--- src/rtl/thermal_pkg.sv ---
package thermal_pkg;
   localparam int TEMP_W   = 8;
   localparam int CFG_W    = 32;
   localparam int STAT_BIT = 5;
   localparam int LOG_BIT  = 21;

   typedef struct packed {
      logic       lock;
      logic [6:0] hot_ofs;
      logic [7:0] act_temp;
      logic [7:0] fan_ofs;
      logic       clamp;
      logic [6:0] window;
   } therm_cfg_t;

   function automatic logic [TEMP_W-1:0] sat_sub(input logic [TEMP_W-1:0] a,
                                                 input logic [TEMP_W-1:0] b);
      return (a > b) ? (a - b) : '0;
   endfunction
endpackage

--- src/rtl/tl_cfg_reg.sv ---
module tl_cfg_reg
   import thermal_pkg::*;
(
   input  logic             clk,
   input  logic             rst_n,
   input  logic             wr,
   input  logic [CFG_W-1:0] wdata,
   input  logic             plat_en,
   output therm_cfg_t       cfg
);
   therm_cfg_t cfg_q;
   therm_cfg_t wr_cfg;

   assign wr_cfg = therm_cfg_t'(wdata);

   always_ff @(posedge clk or negedge rst_n) begin
      if (!rst_n) begin
         cfg_q <= '0;
      end else if (wr && !cfg_q.lock) begin
         cfg_q.window   <= wr_cfg.window;
         cfg_q.clamp    <= wr_cfg.clamp;
         cfg_q.fan_ofs  <= wr_cfg.fan_ofs;
         cfg_q.act_temp <= wr_cfg.act_temp;
         cfg_q.lock     <= wr_cfg.lock;
         if (plat_en) begin
            cfg_q.hot_ofs <= wr_cfg.hot_ofs;
         end
      end
   end

   assign cfg = cfg_q;
endmodule

--- src/rtl/tl_thresh.sv ---
module tl_thresh
   import thermal_pkg::*;
#(
   parameter bit REG_OUT = 1'b1
) (
   input  logic              clk,
   input  logic              rst_n,
   input  therm_cfg_t        cfg,
   input  logic [TEMP_W-1:0] temp,
   output logic [TEMP_W-1:0] hot_thr,
   output logic              hot,
   output logic              fan
);
   logic [TEMP_W-1:0] fan_thr;
   logic              hot_raw;
   logic              fan_raw;

   assign hot_thr = sat_sub(cfg.act_temp, {1'b0, cfg.hot_ofs});
   assign fan_thr = sat_sub(cfg.act_temp, cfg.fan_ofs);
   assign hot_raw = (temp >= hot_thr);
   assign fan_raw = (temp >= fan_thr);

   generate
      if (REG_OUT) begin : g_reg
         logic hot_q, fan_q;
         always_ff @(posedge clk or negedge rst_n) begin
            if (!rst_n) begin
               hot_q <= 1'b0;
               fan_q <= 1'b0;
            end else begin
               hot_q <= hot_raw;
               fan_q <= fan_raw;
            end
         end
         assign hot = hot_q;
         assign fan = fan_q;
      end else begin : g_comb
         logic unused_clk;
         assign unused_clk = clk ^ rst_n;
         assign hot = hot_raw;
         assign fan = fan_raw;
      end
   endgenerate
endmodule

--- src/rtl/tl_avg.sv ---
module tl_avg
   import thermal_pkg::*;
#(
   parameter int MAX_SHIFT = 8
) (
   input  logic                        clk,
   input  logic                        rst_n,
   input  logic                        stb,
   input  logic [TEMP_W-1:0]           temp,
   input  logic [6:0]                  window,
   input  logic [TEMP_W-1:0]           target,
   output logic [TEMP_W+MAX_SHIFT-1:0] avg,
   output logic                        status
);
   localparam int AVG_W = TEMP_W + MAX_SHIFT;
   localparam int SH_W  = $clog2(MAX_SHIFT + 1);

   logic [AVG_W-1:0]        avg_q;
   logic [SH_W-1:0]         shamt;
   logic signed [AVG_W:0]   diff;
   logic signed [AVG_W:0]   step;
   logic signed [AVG_W:0]   sum;
   logic                    status_q;

   assign shamt = (window > 7'(MAX_SHIFT)) ? SH_W'(MAX_SHIFT) : window[SH_W-1:0];
   assign diff  = $signed({1'b0, temp, {MAX_SHIFT{1'b0}}}) - $signed({1'b0, avg_q});
   assign step  = diff >>> shamt;
   assign sum   = $signed({1'b0, avg_q}) + step;

   always_ff @(posedge clk or negedge rst_n) begin
      if (!rst_n) begin
         avg_q    <= '0;
         status_q <= 1'b0;
      end else begin
         if (stb) begin
            avg_q <= sum[AVG_W-1:0];
         end
         status_q <= (window != '0) && (avg_q[AVG_W-1:MAX_SHIFT] >= target);
      end
   end

   assign avg    = avg_q;
   assign status = status_q;
endmodule

--- src/rtl/tl_reason.sv ---
module tl_reason (
   input  logic clk,
   input  logic rst_n,
   input  logic status,
   input  logic clr,
   output logic log_bit
);
   logic log_q;

   always_ff @(posedge clk or negedge rst_n) begin
      if (!rst_n) begin
         log_q <= 1'b0;
      end else begin
         log_q <= status | (log_q & ~clr);
      end
   end

   assign log_bit = log_q;
endmodule

--- src/rtl/thermal_limit_regs.sv ---
module thermal_limit_regs
   import thermal_pkg::*;
#(
   parameter int                ADDR_W    = 4,
   parameter int                DATA_W    = 64,
   parameter int                MAX_SHIFT = 8,
   parameter bit                REG_OUT   = 1'b1,
   parameter logic [ADDR_W-1:0] CFG_ADDR  = 'h0,
   parameter logic [ADDR_W-1:0] LIM_ADDR  = 'h1
) (
   input  logic              clk,
   input  logic              rst_n,
   input  logic [ADDR_W-1:0] reg_addr,
   input  logic              reg_we,
   input  logic [DATA_W-1:0] reg_wdata,
   output logic [DATA_W-1:0] reg_rdata,
   input  logic              plat_ofs_en,
   input  logic [TEMP_W-1:0] temp_in,
   input  logic              sample_stb,
   output logic              hot_o,
   output logic              fan_o,
   output logic              throttle_o,
   output logic              deep_o
);
   localparam int AVG_W = TEMP_W + MAX_SHIFT;

   generate
      if (DATA_W <= CFG_W) begin : g_bad_data
         $error("DATA_W must exceed the configuration width");
      end
      if (MAX_SHIFT < 1 || MAX_SHIFT > 16) begin : g_bad_shift
         $error("MAX_SHIFT must lie in 1..16");
      end
      if (CFG_ADDR == LIM_ADDR) begin : g_bad_addr
         $error("register addresses must differ");
      end
   endgenerate

   therm_cfg_t        cfg_q;
   logic [TEMP_W-1:0] hot_thr;
   logic [AVG_W-1:0]  avg_val;
   logic              status;
   logic              log_q;
   logic              wr_cfg;
   logic              clr_log;
   logic              unused_hi;

   assign wr_cfg    = reg_we && (reg_addr == CFG_ADDR);
   assign clr_log   = reg_we && (reg_addr == LIM_ADDR) && !reg_wdata[LOG_BIT];
   assign unused_hi = ^reg_wdata[DATA_W-1:CFG_W];

   tl_cfg_reg u_cfg (
      .clk     (clk),
      .rst_n   (rst_n),
      .wr      (wr_cfg),
      .wdata   (reg_wdata[CFG_W-1:0]),
      .plat_en (plat_ofs_en),
      .cfg     (cfg_q)
   );

   tl_thresh #(.REG_OUT(REG_OUT)) u_thr (
      .clk     (clk),
      .rst_n   (rst_n),
      .cfg     (cfg_q),
      .temp    (temp_in),
      .hot_thr (hot_thr),
      .hot     (hot_o),
      .fan     (fan_o)
   );

   tl_avg #(.MAX_SHIFT(MAX_SHIFT)) u_avg (
      .clk    (clk),
      .rst_n  (rst_n),
      .stb    (sample_stb),
      .temp   (temp_in),
      .window (cfg_q.window),
      .target (hot_thr),
      .avg    (avg_val),
      .status (status)
   );

   tl_reason u_rsn (
      .clk     (clk),
      .rst_n   (rst_n),
      .status  (status),
      .clr     (clr_log),
      .log_bit (log_q)
   );

   assign throttle_o = status;
   assign deep_o     = status & cfg_q.clamp;

   always_comb begin
      reg_rdata = '0;
      if (reg_addr == CFG_ADDR) begin
         reg_rdata[CFG_W-1:0] = cfg_q;
      end else if (reg_addr == LIM_ADDR) begin
         reg_rdata[STAT_BIT] = status;
         reg_rdata[LOG_BIT]  = log_q;
      end
   end
endmodule


--- config.mk ---
export PLATFORM = sky130hd
export DESIGN_NAME = thermal_limit_regs
export DESIGN_NICKNAME = d
export VERILOG_FILES = /design/src/rtl/thermal_pkg.sv /design/src/rtl/tl_cfg_reg.sv /design/src/rtl/tl_thresh.sv /design/src/rtl/tl_avg.sv /design/src/rtl/tl_reason.sv /design/src/rtl/thermal_limit_regs.sv
export SDC_FILE = /design/constraint.sdc
export NUM_CORES = 1
export LEC_CHECK = 0
export BUFFER_PORTS_ARGS = -buffer_cell sky130_fd_sc_hd__buf_2
export CORE_MARGIN = 5
export CORE_UTILIZATION = 30
export DETAILED_ROUTE_END_ITERATION = 16
export SKIP_LAST_GASP = 1
export SYNTH_ARGS = -nofsm -noshare
export SYNTH_HDL_FRONTEND = slang
export SYNTH_SLANG_ARGS = --single-unit
--- constraint.sdc ---
create_clock -name clk -period 4.95 [get_ports clk]
set_input_delay 0.99 -clock clk [delete_from_list [all_inputs] [get_ports clk]]
set_output_delay 0.99 -clock clk [all_outputs]
set_load 0.01 [all_outputs]
# Yosys cells after proc, flatten, opt, wreduce, memory -nomap -nowiden
# Index checks and enable logic that the tools add are counted.
word_totals:
  ff_bits: 52
  wordCells: 47
  output_inout_bits: 68
classes:
  magnitude_cmp: 6
  n_shift: 1
  add_sub_neg: 4
  n_mux: 10
  n_eq_ne: 1
  n_reduce_logical: 10
  n_bitwise: 4
op_table:
  columns: ["operator", "n"]
  rows:
  - ["8-bit >= comparator", 3]
  - ["17-bit by 4-bit >>> shifter with 16-bit output", 1]
  - ["16-bit by 16-bit subtractor with 17-bit output", 1]
  - ["16-bit adder", 1]
  - ["8-bit 2-to-1 mux", 2]
  - ["15-bit 2-to-1 mux", 1]
  - ["10-bit 2-to-1 mux", 1]
  - ["8-bit by 7-bit greater-than comparator with 1-bit output", 1]
  - ["8-bit greater-than comparator", 1]
  - ["8-bit by 7-bit subtractor with 8-bit output", 1]
  - ["8-bit subtractor", 1]
  - ["7-bit by 4-bit greater-than comparator with 1-bit output (second input constant)", 1]
  - ["7-bit nonzero test", 1]
  - ["1-bit logical AND", 5]
  - ["5-bit 2-to-1 mux", 1]
  - ["4-bit by 1-bit == test with 1-bit output (second input constant)", 1]
  - ["4-bit zero test", 1]
  - ["1-bit 2-to-1 mux", 4]
  - ["4-bit 2-to-1 mux", 1]
  - ["1-bit AND", 2]
  - ["1-bit zero test", 2]
  - ["2-bit AND reduction", 1]
  - ["1-bit inverter", 1]
  - ["1-bit bitwise OR", 1]

# Logic depth before layout (Yosys ltp)
depth:
  ltp_word: 6
  depth_mapped: 22
  ltp_nobuf: 21

# Hierarchy
# A second synthesis with hierarchy kept.
unflattened:
  hier_cells: 671
  hier_area_um2: 5962.0
modules_own_cells:
  columns: ["module", "area_per_inst_um2", "cells_per_inst", "instances"]
  rows:
  - ["tl_avg", 2869.0, 365, 1]
  - ["tl_cfg_reg", 1310.0, 69, 1]
  - ["tl_thresh", 1204.9, 158, 1]
  - ["thermal_limit_regs", 541.8, 76, 1]
  - ["tl_reason", 36.3, 3, 1]

# Least setup slack after synthesis
# OpenSTA, ideal clock, no wires.
synth_path:
  path_kind: "input port to flip-flop"
  from: "input temp_in[1]"
  to: "register u_avg.avg_q[15] (netlist: u_avg.avg[15])"
  path_slack_ns: 0.318
  t_arrival_ns: 4.552
  cell_stages: 18
  setup_ns: 0.080
  path_buffers: 0
  required_ns: 4.870
  path_cell_list: "ha_1 a21o_1 a21oi_1 a2111oi_0 a211oi_2 mux2i_1 nand2_1 o21ai_1 a221oi_1 ha_1 a21o_1 a221oi_1 o21ai_0 a41oi_1 a21oi_1 and2_1 mux2i_1 xnor2_1"
synth_between:
  elab_chain_cells: 3
synth_rtl:
  columns: ["item", "line_no", "text"]
  rows:
  - ["start: declaration", "thermal_limit_regs.sv:18", "input logic [TEMP_W-1:0] temp_in,"]
  - ["16-bit by 16-bit subtractor with 17-bit output", "tl_avg.sv:26", "assign diff = $signed({1'b0, temp, {MAX_SHIFT{1'b0}}}) - $signed({1'b0, avg_q});"]
  - ["17-bit by 4-bit >>> shifter with 16-bit output", "tl_avg.sv:27", "assign step = diff >>> shamt;"]
  - ["16-bit adder", "tl_avg.sv:28", "assign sum = $signed({1'b0, avg_q}) + step;"]
  - ["end signal: assignment", "tl_avg.sv:36", "avg_q <= sum[AVG_W-1:0];"]
  - ["end: declaration", "tl_avg.sv:18", "logic [AVG_W-1:0] avg_q;"]
# Every way passes these cells.
# A chain may end at the register's enable or synchronous reset.

# Final worst setup path
# Same ends and word-level chain as after synthesis.

==> flow_results.org <==
** Timing
- Maximum clock frequency :: 0.209 GHz
- Min cycle time layout :: between 4 and 5 ns
- Post-route clock period utilization :: 96.8%
- The total count of hold-check failures in the final report was 0.
- Tightest slew margin relative to the limit :: approximately 52%
- Across the routed clock network, the largest skew measured is 0.00791 ns.
- The final count of pins violating max slew came to 0.
- Final-report setup violation count :: 0
- Unrepaired setup endpoints after global routing :: true
- Final total negative setup slack :: 0 ns
- Worst slew pin tran :: roughly 0.72 ns

** Run
- Across the run, the number of max-cap violations was 0.

** Critical path
- Slowest library cell on the worst path :: a2111oi_2
- Worst EP arrival :: 5.03 ns
- In this run the worst path has a maximum fanout of 4.
- Endpoint kind of the worst setup timing path :: register
- CP peak stage delay :: 0.36 ns
- Crit-path leading delay family :: compound AO/OA/AOI/OAI gates
- Data on the critical path is required at its endpoint by 5.19 ns.
- The worst setup path is launched from an input port.
- Setup Crit Path Kind :: in -> reg
- The critical path contains buffers and inverters numbering 3 combined.
- The signal on the critical path passes through buf_2, ha_1, a21o_1, a2111oi_2, a21oi_1, xor2_1, nand2_1, o211ai_1, o21ai_0, a221oi_1, buf_4, ha_1, and2_1, a221oi_2, buf_4, o21ai_0, a41oi_2, a21oi_2, and2_1, mux2i_2, xnor2_1.

** GRT
- Residual overflow from global routing :: 0
- Global-route wire length before repair :: 24700 µm
- Maximum number of pins on one net before global-route repair :: 53
- Via count of the first global-routing pass :: 4982
- Global routing used 13.9% of the available tracks across all layers.
- Number of antenna violations at the first check in global routing :: 1

** Synth
- Share of the synthesized area in the top cell type :: 23.3%
- Count of different cell masters after synthesis :: 66
- Number of enable flip-flop cells after synthesis :: 0
- The synthesized netlist occupies a cell area of 0.00558 mm².
- Number of cells produced by synthesis :: 689
- Async set or reset register ratio after synthesis :: 100%
- Synthesized area divided by synthesized cell count :: 8.10 µm²
- Number of synthesized register bits :: 52
- Sorting the synthesized cells by area gives the leading types as dfrtp_1 23%, ha_1 14%, nand2_1 7.9%, buf_4 4.4%, and2_1 4.3%.
- The most used flip-flop cell after synthesis is dfrtp_1.
- The share of the Yosys chip area taken by registers is roughly a quarter.
- Yosys printed 0 warnings.
- The largest total area in the synthesized netlist belongs to dfrtp_1.

** Clocking
- Clock insertion delay at the later pin of the skew report :: 0.31 ns
- Clk slew on worst S/H paths :: 0.08 ns
- TritonCTS buffer count :: 5
- Buffers inserted to repair hold after CTS numbered 0.
- Clock Path Buffers :: 2
- Clock tree from TritonCTS :: done
- The root buffer cell chosen for the clock tree is clkbuf_16.
- Clock tree synthesis found a total of 52 sinks.
- H-tree Lvls :: 2

** Die
- Core Footprint :: about 0.018 mm²
- The initial utilization of the core area, before any placement, comes to 30.8%.
- The die covers 0.0214 mm².
- Floorplan die width :: 146 µm
- The die is 146 µm tall.
- I/O Pins :: 149
- The initialized floorplan defines 49 standard-cell rows.

** Placement
- After legalization and detailed placement, the total HPWL measured 11900 µm.
- Buffers placed on the I/O ports in this run total 84.
- At the end of routability-driven placement, the weighted congestion stood at 0.810.

** Pwr
- Summed over all cells, the static leakage comes to 3.46 nW.
- Pwr Total :: slightly below 5 mW
- Peak supply drop :: 333 µV
- Pwr dens :: 719 mW/mm²

** Drt
- The highest layer touched by signal routing is met5.
- DR WL met2 :: 6820 µm
- After detailed routing, the average wire length per cell comes to between 10 and 15 µm.
- The first detailed-routing pass ran for 5 iterations.
- Detailed routing placed a total of 921 µm of wire on met3.
- Once detail routing completed, the nets flagged for antenna violations numbered 0.
- DRC violation total after the first TritonRoute iteration :: 231
- Summed over all layers, the routed wires come to 15000 µm.
- DRC violations left :: 0
- Total vias in the final route :: 5027
- The detailed router put a total of 6930 µm of wire on met1.
- Vias per cell :: 4.78

** Layout
- The net count of the finished layout is 968.
- Post-synthesis to final-layout area growth :: 22.5%
- In the final layout, the share of cells above drive strength 1 is between 20% and 30%.
- FILL cells :: ~1900

** Status
- Status :: completed

** Worst hold path
- The tightest min-delay check is of the reg -> reg type.
==> per-stage QoR <==
stage / cells / utilization (%) / hold WS, ns / area, µm² / setup slack, ns
floorplan: 720 / - / 0.447 / 5700 / 0.318
global placement: 1037 / 35.9 / 0.461 / 6520 / -0.295
detailed placement: 1037 / 35.9 / 0.468 / 6520 / -0.367
CTS: 1045 / 37.0 / 0.485 / 6710 / 0.0163
global route: 1051 / 37.7 / 0.502 / 6840 / -0.0903
finish: 1052 / 37.7 / 0.484 / 6840 / 0.157
==> area by class of cell <==
cell class / count / area [µm²] / area share [%]
multi-input combinational: 566 / 3980 / 58.2
sequential: 52 / 1300 / 19.0
timing repair buffer: 153 / 938 / 13.7
tap: 229 / 287 / 4.19
inverter: 43 / 161 / 2.36
clock buffer: 6 / 129 / 1.88
clock inverter: 2 / 38.8 / 0.567
antenna: 1 / 2.50 / 0.0366
==> worst paths after layout <==
path	slack (ns)	end	startpoint	cells after the start
setup / recovery	0.16	u_avg.avg[15]	temp_in[1]	21
hold / removal	0.48	u_rsn.log_bit	u_rsn.log_bit	1
setup reg to reg	0.36	u_avg.avg[15]	u_avg.avg[0]	21
hold reg to reg	0.48	u_rsn.log_bit	u_rsn.log_bit	1
max in group asynchronous	3.66	u_cfg.cfg[2]	rst_n	2
min in group asynchronous	0.81	u_avg.avg[1]	rst_n	2
==> sequential cells by signal (all words and copies together), names as in the netlist <==
register / count
u_avg.avg: 16
u_thr.hot: 1
u_avg.status: 1
u_cfg.cfg: 32
u_rsn.log_bit: 1
u_thr.fan: 1
==> worst reg2reg max path: cells and delay by family, from the launching register on <==
family                     cells  cell delay [ns]
DFF                            1             0.46
adders and majority gates      2             0.50
and+or+nand+nor                4             0.81
muxes                          3             0.54
AOI/OAI and AO/OA              6             1.28
buffers and inverters          4             0.64
xor gates and xnor gates       2             0.31
==> layout by cell type (no fill, tap or decap), types with 9 or more instances in the layout <==
cell type	synthesis	routed
nand2_1	118	118
buf_2	5	84
buf_4	33	69
ha_1	63	61
dfrtp_1	52	52
inv_1	42	42
a21oi_1	42	40
and2_1	38	38
o21ai_0	37	36
conb_1	1	32
nor2_1	31	31
a21o_1	24	24
xnor2_1	19	19
mux2i_1	20	18
xor2_1	16	15
mux2_2	13	13
nor2b_1	10	10
a31oi_1	9	9
==> per-layer routing <==
metal  GRT usage, %  vias to the layer above
met2           23.0                      124
li1               -                     2583
met1           18.2                     2298
met3           3.50                       20
met5              0                        -
met4           3.48                        2
==> Yosys cell counts (all sizes together) (4+ instances only) <==
library cell / count
nand2: 118
ha: 63
dfrtp: 52
a21oi: 42
inv: 42
buf: 41
o21ai: 40
and2: 39
nor2: 32
a21o: 24
mux2i: 20
xnor2: 19
clkbuf: 18
xor2: 16
mux2: 13
nor2b: 10
a31oi: 9
a211oi: 8
o211ai: 6
o21bai: 6
nand4: 5
a221oi: 4
nand2b: 4
nor4: 4
o21a: 4
or2: 4
==> report_power, final <==
part,switching (mW),internal [mW],total [mW]
Combinational,1.87,1.85,3.73
Clock,0.181,0.242,0.423
Sequential,0.195,0.572,0.767
==> kinds of logic after synthesis <==
kind of cell,share of synthesized area [%]
and+or+nand+nor,20.9
other,0.0672
adders and majority gates,15.2
xor gates and xnor gates,5.49
buffers and inverters,9.46
AOI/OAI and AO/OA,19.0
DFF,23.3
muxes,6.61
==> what timing repair did <==
item	in CTS	in global routing
setup endpoints to repair	1	5
cloned	0	0
gates resized for setup	5	15
buffers inserted	0	6
pin swaps	0	5
Power figures use the tool's default switching activity.
